[src/rtl/dma_se_pkg.sv]
package dma_se_pkg;
    localparam logic [1:0] MODE_RW = 2'd0;
    localparam logic [1:0] MODE_WO = 2'd1;
    localparam logic [1:0] MODE_RO = 2'd2;

    typedef enum logic [1:0] {
        ST_IDLE  = 2'd0,
        ST_READ  = 2'd1,
        ST_WRITE = 2'd2,
        ST_DREQ  = 2'd3
    } eng_st_e;
endpackage

[src/rtl/dma_se_chunk.sv]
// Chunk length: the smaller of a remaining count and a cap.
module dma_se_chunk #(
    parameter int SIZE_W = 30,
    parameter int LEN_W  = 4
) (
    input  logic [SIZE_W-1:0] remain,
    input  logic [LEN_W-1:0]  cap,
    output logic [LEN_W-1:0]  len
);
    always_comb begin
        if (remain < SIZE_W'(cap)) len = remain[LEN_W-1:0];
        else                       len = cap;
    end
endmodule

[src/rtl/dma_se_total.sv]
// Running byte total with write-one-to-clear mask; clear applies before add.
module dma_se_total #(
    parameter int TOTAL_W = 32,
    parameter int LEN_W   = 4
) (
    input  logic               clk,
    input  logic               rst_n,
    input  logic               add_en,
    input  logic [LEN_W-1:0]   add_len,
    input  logic [TOTAL_W-1:0] clr,
    output logic [TOTAL_W-1:0] total
);
    logic [TOTAL_W-1:0] total_d, total_q;

    always_comb begin
        total_d = total_q & ~clr;
        if (add_en) total_d = total_d + TOTAL_W'(add_len);
    end

    always_ff @(posedge clk or negedge rst_n) begin
        if (!rst_n) total_q <= '0;
        else        total_q <= total_d;
    end

    assign total = total_q;
endmodule

[src/rtl/dma_simple_engine.sv]
module dma_simple_engine
    import dma_se_pkg::*;
#(
    parameter int BUS_W   = 64,
    parameter int ADDR_W  = 48,
    parameter int SIZE_W  = 30,
    parameter int TOTAL_W = 32
) (
    input  logic                      clk,
    input  logic                      rst_n,
    input  logic                      start,
    input  logic                      sg_mode,
    input  logic [1:0]                xfer_mode,
    input  logic                      burst_incr,
    input  logic [ADDR_W-1:0]         src_addr,
    input  logic [SIZE_W-1:0]         src_size,
    input  logic                      src_intr,
    input  logic [ADDR_W-1:0]         dst_addr,
    input  logic [SIZE_W-1:0]         dst_size,
    input  logic                      dst_intr,
    input  logic [127:0]              fill_pattern,
    output logic                      busy,
    output logic                      rd_valid,
    output logic [ADDR_W-1:0]         rd_addr,
    output logic [$clog2(BUS_W/8):0]  rd_len,
    input  logic                      rd_ready,
    input  logic [BUS_W-1:0]          rd_data,
    output logic                      wr_valid,
    output logic [ADDR_W-1:0]         wr_addr,
    output logic [$clog2(BUS_W/8):0]  wr_len,
    output logic [BUS_W-1:0]          wr_data,
    input  logic                      wr_ready,
    output logic                      dsc_req,
    input  logic                      dsc_ack,
    input  logic [ADDR_W-1:0]         dsc_addr,
    input  logic [SIZE_W-1:0]         dsc_size,
    input  logic                      dsc_intr,
    input  logic [TOTAL_W-1:0]        total_clr,
    output logic [TOTAL_W-1:0]        total_bytes,
    output logic                      done,
    output logic                      src_done,
    output logic                      dst_done
);
    localparam int BEAT_B = BUS_W / 8;
    localparam int LEN_W  = $clog2(BEAT_B) + 1;

    typedef struct packed {
        eng_st_e           st;
        logic [1:0]        mode;
        logic              incr;
        logic              src_intr;
        logic              dst_intr;
        logic [ADDR_W-1:0] src_ptr;
        logic [SIZE_W-1:0] src_rem;
        logic [ADDR_W-1:0] dst_ptr;
        logic [SIZE_W-1:0] dst_rem;
        logic [BUS_W-1:0]  buf_w;
        logic [LEN_W-1:0]  buf_len;
        logic              done;
        logic              src_done;
        logic              dst_done;
    } eng_t;

    eng_t r_d, r_q;

    logic [LEN_W-1:0]  rd_chunk, wr_chunk;
    logic              add_en;
    logic [LEN_W-1:0]  add_len;
    logic [1:0]        start_mode;
    logic [SIZE_W-1:0] start_cnt, nx_src, nx_dst;
    logic [LEN_W-1:0]  nx_buf;

    dma_se_chunk #(.SIZE_W(SIZE_W), .LEN_W(LEN_W)) rd_len_i (
        .remain(r_q.src_rem), .cap(LEN_W'(BEAT_B)), .len(rd_chunk));

    dma_se_chunk #(.SIZE_W(SIZE_W), .LEN_W(LEN_W)) wr_len_i (
        .remain(r_q.dst_rem), .cap(r_q.buf_len), .len(wr_chunk));

    dma_se_total #(.TOTAL_W(TOTAL_W), .LEN_W(LEN_W)) total_i (
        .clk(clk), .rst_n(rst_n), .add_en(add_en), .add_len(add_len),
        .clr(total_clr), .total(total_bytes));

    always_comb begin
        r_d          = r_q;
        r_d.done     = 1'b0;
        r_d.src_done = 1'b0;
        r_d.dst_done = 1'b0;
        add_en       = 1'b0;
        add_len      = rd_chunk;
        nx_src       = r_q.src_rem - SIZE_W'(rd_chunk);
        nx_dst       = r_q.dst_rem - SIZE_W'(wr_chunk);
        nx_buf       = r_q.buf_len - wr_chunk;

        // Scatter-gather forces read-write; code 3 falls back to read-write.
        if (sg_mode || xfer_mode == 2'd3) start_mode = MODE_RW;
        else                             start_mode = xfer_mode;
        start_cnt = (start_mode == MODE_WO) ? dst_size : src_size;

        unique case (r_q.st)
            ST_IDLE: begin
                if (start) begin
                    r_d.mode     = start_mode;
                    r_d.incr     = sg_mode | burst_incr;
                    r_d.src_intr = src_intr;
                    r_d.dst_intr = dst_intr;
                    r_d.src_ptr  = src_addr;
                    r_d.dst_ptr  = dst_addr;
                    r_d.src_rem  = start_cnt;
                    r_d.dst_rem  = (sg_mode || start_mode == MODE_WO) ? dst_size : start_cnt;
                    if (start_cnt == '0) begin
                        r_d.done     = 1'b1;
                        r_d.src_done = src_intr;
                    end else begin
                        r_d.st = ST_READ;
                    end
                end
            end
            ST_READ: begin
                if (r_q.mode == MODE_WO || rd_ready) begin
                    add_en      = 1'b1;
                    r_d.src_rem = nx_src;
                    r_d.buf_len = rd_chunk;
                    r_d.buf_w   = (r_q.mode == MODE_WO) ? fill_pattern[BUS_W-1:0] : rd_data;
                    if (r_q.incr && r_q.mode != MODE_WO)
                        r_d.src_ptr = r_q.src_ptr + ADDR_W'(rd_chunk);
                    if (r_q.mode == MODE_RO) begin
                        if (nx_src == '0) begin
                            r_d.st       = ST_IDLE;
                            r_d.done     = 1'b1;
                            r_d.src_done = r_q.src_intr;
                        end
                    end else begin
                        r_d.st = (r_q.dst_rem == '0) ? ST_DREQ : ST_WRITE;
                    end
                end
            end
            ST_WRITE: begin
                if (wr_ready) begin
                    r_d.buf_w   = r_q.buf_w >> {wr_chunk, 3'b000};
                    r_d.buf_len = nx_buf;
                    r_d.dst_rem = nx_dst;
                    if (r_q.incr) r_d.dst_ptr = r_q.dst_ptr + ADDR_W'(wr_chunk);
                    r_d.dst_done = (nx_dst == '0) && r_q.dst_intr;
                    if (nx_buf == '0) begin
                        if (r_q.src_rem == '0) begin
                            r_d.st       = ST_IDLE;
                            r_d.done     = 1'b1;
                            r_d.src_done = r_q.src_intr;
                        end else begin
                            r_d.st = ST_READ;
                        end
                    end else if (nx_dst == '0) begin
                        r_d.st = ST_DREQ;
                    end
                end
            end
            ST_DREQ: begin
                if (dsc_ack) begin
                    r_d.dst_ptr  = dsc_addr;
                    r_d.dst_rem  = dsc_size;
                    r_d.dst_intr = dsc_intr;
                    r_d.st       = (dsc_size == '0) ? ST_DREQ : ST_WRITE;
                end
            end
            default: r_d.st = ST_IDLE;
        endcase
    end

    always_ff @(posedge clk or negedge rst_n) begin
        if (!rst_n) begin
            r_q    <= '0;
            r_q.st <= ST_IDLE;
        end else begin
            r_q <= r_d;
        end
    end

    assign busy     = (r_q.st != ST_IDLE);
    assign rd_valid = (r_q.st == ST_READ) && (r_q.mode != MODE_WO);
    assign rd_addr  = r_q.src_ptr;
    assign rd_len   = rd_chunk;
    assign wr_valid = (r_q.st == ST_WRITE);
    assign wr_addr  = r_q.dst_ptr;
    assign wr_len   = wr_chunk;
    assign wr_data  = r_q.buf_w;
    assign dsc_req  = (r_q.st == ST_DREQ);
    assign done     = r_q.done;
    assign src_done = r_q.src_done;
    assign dst_done = r_q.dst_done;
endmodule

[config.mk]
export PLATFORM = sky130hd
export DESIGN_NAME = dma_simple_engine
export DESIGN_NICKNAME = d
export VERILOG_FILES = /design/src/rtl/dma_se_pkg.sv /design/src/rtl/dma_se_chunk.sv /design/src/rtl/dma_se_total.sv /design/src/rtl/dma_simple_engine.sv
export SDC_FILE = /design/constraint.sdc
export NUM_CORES = 1
export LEC_CHECK = 0
export BUFFER_PORTS_ARGS = -buffer_cell sky130_fd_sc_hd__buf_2
export CAP_MARGIN = 20
export CORE_AREA = 2 2 262 264
export DETAILED_ROUTE_END_ITERATION = 12
export DIE_AREA = 0 0 264 266
export HOLD_SLACK_MARGIN = 0.02
export PLACE_DENSITY_LB_ADDON = 0.1
export SLEW_MARGIN = 20
export SYNTH_ARGS = -nofsm -noshare
export SYNTH_HDL_FRONTEND = slang
export SYNTH_HIERARCHICAL = 1
export SYNTH_SLANG_ARGS = --single-unit
[constraint.sdc]
create_clock -name clk -period 6.15 [get_ports clk]
set_input_delay 0.9225 -clock clk [delete_from_list [all_inputs] [get_ports clk]]
set_output_delay 0.9225 -clock clk [all_outputs]
set_load 0.05 [all_outputs]
* Word level (Yosys, flattened, before mapping) *
Index checks and enable logic that the tools add are counted.

cells by class
  add/subtract/negate cells = 6
  $lt $le $gt $ge = 2
  equality and inequality tests = 17
  shifts and indexed selects = 1
  mux-type cells = 41
  bitwise gates (word level) = 3
  reductions and logical operators = 27

operators with widths
  operator                                                     number
  one-hot mux 78 bit (3 select lines)                          1
  zero test 30 bit                                             6
  two-way mux 163 bit                                          1
  two-way mux 78 bit                                           2
  one-hot mux 78 bit (2 select lines)                          1
  two-way mux 149 bit                                          1
  one-hot mux 68 bit (2 select lines)                          1
  adder 48 x 4 -> 48 bit                                       2
  two-way mux 48 bit                                           2
  two-way mux 70 bit                                           1
  two-way mux 64 bit                                           1
  >> shifter 64 x 7 -> 64 bit                                  1
  two-way mux 30 bit                                           2
  subtractor 30 x 4 -> 30 bit                                  2
  adder 32 x 4 -> 32 bit                                       1
  AND 32 bit                                                   1
  two-way mux 32 bit                                           1
  inverter 32 bit                                              1
  less-than comparator 30 x 4 -> 1 bit                         1
  less-than comparator 30 x 4 -> 1 bit, second input constant  1
  two-way mux 2 bit                                            15
  AND reduction 3 bit                                          3
  == test 2 bit, second input constant                         4
  two-way mux 4 bit                                            2
  other kinds (21)                                             43

word-level totals
  register bits = 266
  output and inout port bits = 207
  word-level logic and storage cells = 112

* Logic depth before layout (Yosys ltp) *
  depth after elaboration = 9
  gate-level depth with buffers = 18
  depth with buffers taken out = 17

* By module *
Netlist, hierarchy kept.

modules (own cells, without submodules)
  module             instances  cells each  area an instance (um^2)  seq. area each (um^2)
  dma_simple_engine  1          2451        18637.9                  5855.6
  dma_se_total       1          167         1789.2                   800.8
  dma_se_chunk       2          25          212.7                    0.0

* Least setup slack after synthesis *
No wires, ideal clock.

  kind = register to register
  start point = register r_q[74] in the netlist's numbering
  end point = register r_q[232] in the netlist's numbering
  arrival = 5.052 ns
  required time = 6.046 ns
  setup slack = 0.995 ns
  stages on the path, launching flop included = 18
  cell sequence = dfrtp_1 ha_1 nor4_1 nand4_1 a211oi_2 mux2_1 clkbuf_1 buf_1 inv_1 fa_1 nand3_1 a21oi_1 a2111oi_0 o2111ai_1 or4_1 nor4_1 nor2_1 o311ai_1

between the ends
  longest elaborated chain between the ends = 7
  elaborated cells on any way between the ends = 15
  those cells by class = 2 x add/sub; 1 x order compare; 1 x eq/ne; 7 x mux; 4 x reduce/logical

RTL lines
  item                                                                                 RTL line                  source
  start, declared                                                                      dma_simple_engine.sv:64   eng_t r_d, r_q;
  start signal, assigned                                                               dma_simple_engine.sv:174  r_q <= r_d;
  less-than comparator 30 x 4 -> 1 bit (*)                                             dma_se_chunk.sv:11        if (remain < SIZE_W'(cap)) len = remain[LEN_W-1:0];
  two-way mux 4 bit (*)                                                                dma_se_chunk.sv:11
  net wr_len[1]                                                                        dma_simple_engine.sv:30   output logic [$clog2(BUS_W/8):0] wr_len,
  parallel branches: the longest is 5 deep, another holds subtractor 30 x 4 -> 30 bit  -

Mark *: on every way through the listed nets, which the timed path passes. The select of a mux whose other input is x is not followed.
A chain may end at the register's enable or synchronous reset.

* Worst setup path in the final report *
  start point = register r_q[81] in the netlist's numbering
  end point = register r_q[232] in the netlist's numbering

between the ends
  longest elaborated chain between the ends = 7
  elaborated cells on any way between the ends = 15
  those cells by class = 2 x add/sub; 1 x order compare; 1 x eq/ne; 7 x mux; 4 x reduce/logical

RTL lines
  item
  parallel branches: the longest is 7 deep, another holds less-than comparator 30 x 4 -> 1 bit

Parallel ways; which one is timed is not known. The select of a mux whose other input is x is not followed.

==> metrics.md <==
| Metric | Value |
|---|---|
| Status | complete, no violations |
| Fin nets | around 3,500 |
| CP Buf/Inv Count | 1 |
| Clock skew | between 0.01 and 0.015 ns |
| Vias in the first global route | roughly 22,000 |
| Crit-path max FO | 9 |
| RSZ-0062 raised after global routing | no |
| Cell area power density | between 500 and 600 nW/um^2 |
| DP HPWL | 69,300 microns |
| MaxCap Viol Count | 0 |
| Prevailing post-synth register cell | dfrtp_1 |
| Netlist Area Pre-Place | around 21,000 sq um |
| Initial antenna violation count | 14 |
| Routed WL | 92,800 microns |
| Synth area leaders | dfrtp_1, a21oi_1, nand2_1 |
| Die area | around 70,000 sq um |
| DR pass1 iterations | 6 |
| YS warnings | 6 |
| Distinct cells, synth | 93 |
| Wirelength per Cell | about 24 microns |
| FP Rows | 96 |
| Post-synthesis sequential area ratio | 31.9% |
| Most frequent cells in the layout | buf_2, nand2_1, a21oi_1 |
| Ys async rst share | between 90% and 100% |
| Avg Inst Size Synth | approximately 7.8 sq um |
| First-pass GRT wire length | between 100,000 and 150,000 microns |
| Setup bufs post-CTS | 0 |
| Crit path required time | about 6.6 ns |
| Final Hold Fails | 0 |
| Routability Congestion | just over 0.9 |
| # resized after CTS | 0 |
| CP max stage delay | around 0.60 ns |
| IO Count | slightly below 700 |
| Hold Path Class | input port to async pin |
| Die X | 264 microns |
| Crit path time final | about 5.3 ns |
| Area grow syn2layout | 19.5% |
| Largest net degree at the start of global routing | about 130 |
| IO buf count | roughly 600 |
| DRC Markers | 0 |
| Detail Route Antenna Nets | 0 |
| Peak VDD IR | ~0.00027 V |
| Final Cycle Share | a little under 90% |
| Total vias in the final route | 22,200 |
| Slew @ Worst Pin | about 1.1 ns |
| Core Util, Final | between 30 and 40% |
| CP Launch Type | flop |
| Clk slew on worst S/H paths | about 0.06 ns |
| Synth Register Bits | 266 |
| Rel. slew slack | 23.7% |
| Setup CP Type | flop to flop |
| Overflow after GRT | 0 |
| Synth top area share | around a third |
| Cell family with most CP delay | simple AND/OR/NAND/NOR gates |
| Clock Tree Buf Depth | 3 |
| R2r setup slk | 0.81 ns |
| Worst path arrival time | about 5.8 ns |
| Setup-failing EPs final | 0 |
| Clk root buf | clkbuf_16 |
| Core area | 67,700 sq um |
| Via/cell ratio | approximately 5.6 |
| Design Power | roughly 14,000 uW |
| Clk sinks | around 270 |
| Reg2Reg Depth | 14 |
| H-tree lvl count | 2 |
| Gate count of the mapped netlist | ~2,700 |
| Crit. End Element | flop |
| Fmax | 0.187 GHz |
| EDFF count, synth | 0 |
| Leak Pwr | about 0.011 uW |
| Post-synth top area cell | dfrtp_1 |
| Total GRT Usage | approximately 26% |
| CTS buffer count | 39 |
| Latest clock arrival within the worst-skew pair | between 0.5 and 0.6 ns |
| Die Y | 266 microns |
| Commonest non-fill, non-tap cell in the layout | buf_2 |
| Reg-to-reg critical path startpoint | r_q[81]$_DFFE_PN0P_ |
| R2R Path End | r_q[232]$_DFFE_PN0P_ |
| Drt first-iter violations | just under 2,000 |
| Hold Buf Count CTS | 0 |
| Share of post-route cells with drive strength above 1 | 26.1% |
| Setup TNS | 0 ns |
| CTS tree | built |
| Final slew viol count | 0 |
| Initial core utilization | a little over 30% |
| Critical path cell sequence | nor4_1, nand4_1, a211oi_2, mux2_1, inv_1, ha_1, a211oi_2, nand2_1, o31ai_1, o2111ai_1, or4_1, nor4_1, nor2_1, o311ai_1 |
| Critical path's slowest cell | nor4_1 |
## routing by layer
layer	up-vias	routed length (microns)	GRT usage, %
met5	-	115	0
met4	18	2300	6.59
met2	836	45100	43.3
met1	10900	39400	33.3
met3	132	5880	4.79
li1	10300	-	-
## stage by stage
stage	hold WS, ns	area [sq um]	std cells	worst slack (ns)
6_report	0.391	24900	3947	0.812
5_1_grt	0.434	24900	3946	0.431
4_1_cts	0.398	24900	3943	0.817
3_5_place_dp	0.465	23600	3875	0.834
3_3_place_gp	0.458	23600	3875	0.922
2_1_floorplan	0.446	20900	2674	0.995
## power breakdown
part | internal, uW | leakage [uW] | switching, uW
sequential | 2430 | 0.00339 | 1030
clock | 1520 | 0.000667 | 918
combinational | 2340 | 0.00699 | 5560
## synthesized netlist by cell type (48+ instances only)
library cell and instances:
nand2_1 336, o21ai_0 247, buf_4 161, nor4_1 61, dfrtp_1 266, nor2_1 219, inv_1 63, a21oi_1 273
clkbuf_1 144, nand3_1 53, o22ai_1 48, mux2i_1 81, nor3_1 52
## registers in the layout (all words and copies together), names as in the netlist
| name | cells |
|---|---|
| wr_addr | 48 |
| dst_done | 1 |
| rd_addr | 48 |
| wr_data | 64 |
| done | 1 |
| total_i/total | 32 |
| src_done | 1 |
| r_q | 71 |
## how the worst max path moves through the flow
stage | cells after the start | start | slack, ns | endpoint
after floorplan | 17 | r_q[74]$_DFFE_PN0P_ | 0.99 | r_q[232]$_DFFE_PN0P_
after global placement | 15 | r_q[74]$_DFFE_PN0P_ | 0.92 | r_q[232]$_DFFE_PN0P_
after detailed placement | 15 | r_q[74]$_DFFE_PN0P_ | 0.83 | r_q[232]$_DFFE_PN0P_
after CTS | 15 | r_q[74]$_DFFE_PN0P_ | 0.82 | r_q[232]$_DFFE_PN0P_
after global routing | 16 | r_q[6]$_DFFE_PN0P_ | 0.43 | r_q[232]$_DFFE_PN0P_
final | 14 | r_q[81]$_DFFE_PN0P_ | 0.81 | r_q[232]$_DFFE_PN0P_
## area by class of cell
class | instances | area, sq um
antenna | 4 | 10.0
clock buffer | 54 | 1150
clock inverter | 14 | 204
fill | 7200 | 42800
inverter | 65 | 244
multi-input combinational | 2010 | 12200
sequential | 266 | 6660
tap | 882 | 1100
timing repair buffer | 652 | 3380
## cells by family (layout without fill, tap and decap cells)
family,Yosys count,in the layout,share of synthesized area [%]
other,2,12,0.0360
AO/OA/AOI/OAI,856,856,25.2
adder cells (fa/ha/maj),35,35,2.32
AND/OR/NAND/NOR,941,941,22.2
buffers and inverters,398,785,10.3
flip-flops,266,266,31.9
XOR/XNOR,53,53,2.23
multiplexers,117,117,5.83
## worst reg2reg max path, cell delays in order (launching register included)
cell and delay (ns):
dfrtp_1 0.50, nor4_1 0.42, nand4_1 0.20, a211oi_2 0.44, mux2_1 0.48, inv_1 0.16
ha_1 0.34, a211oi_2 0.32, nand2_1 0.30, o31ai_1 0.35, o2111ai_1 0.18, or4_1 0.55
nor4_1 0.60, nor2_1 0.12, o311ai_1 0.29
Power figures use the tool's default switching activity.
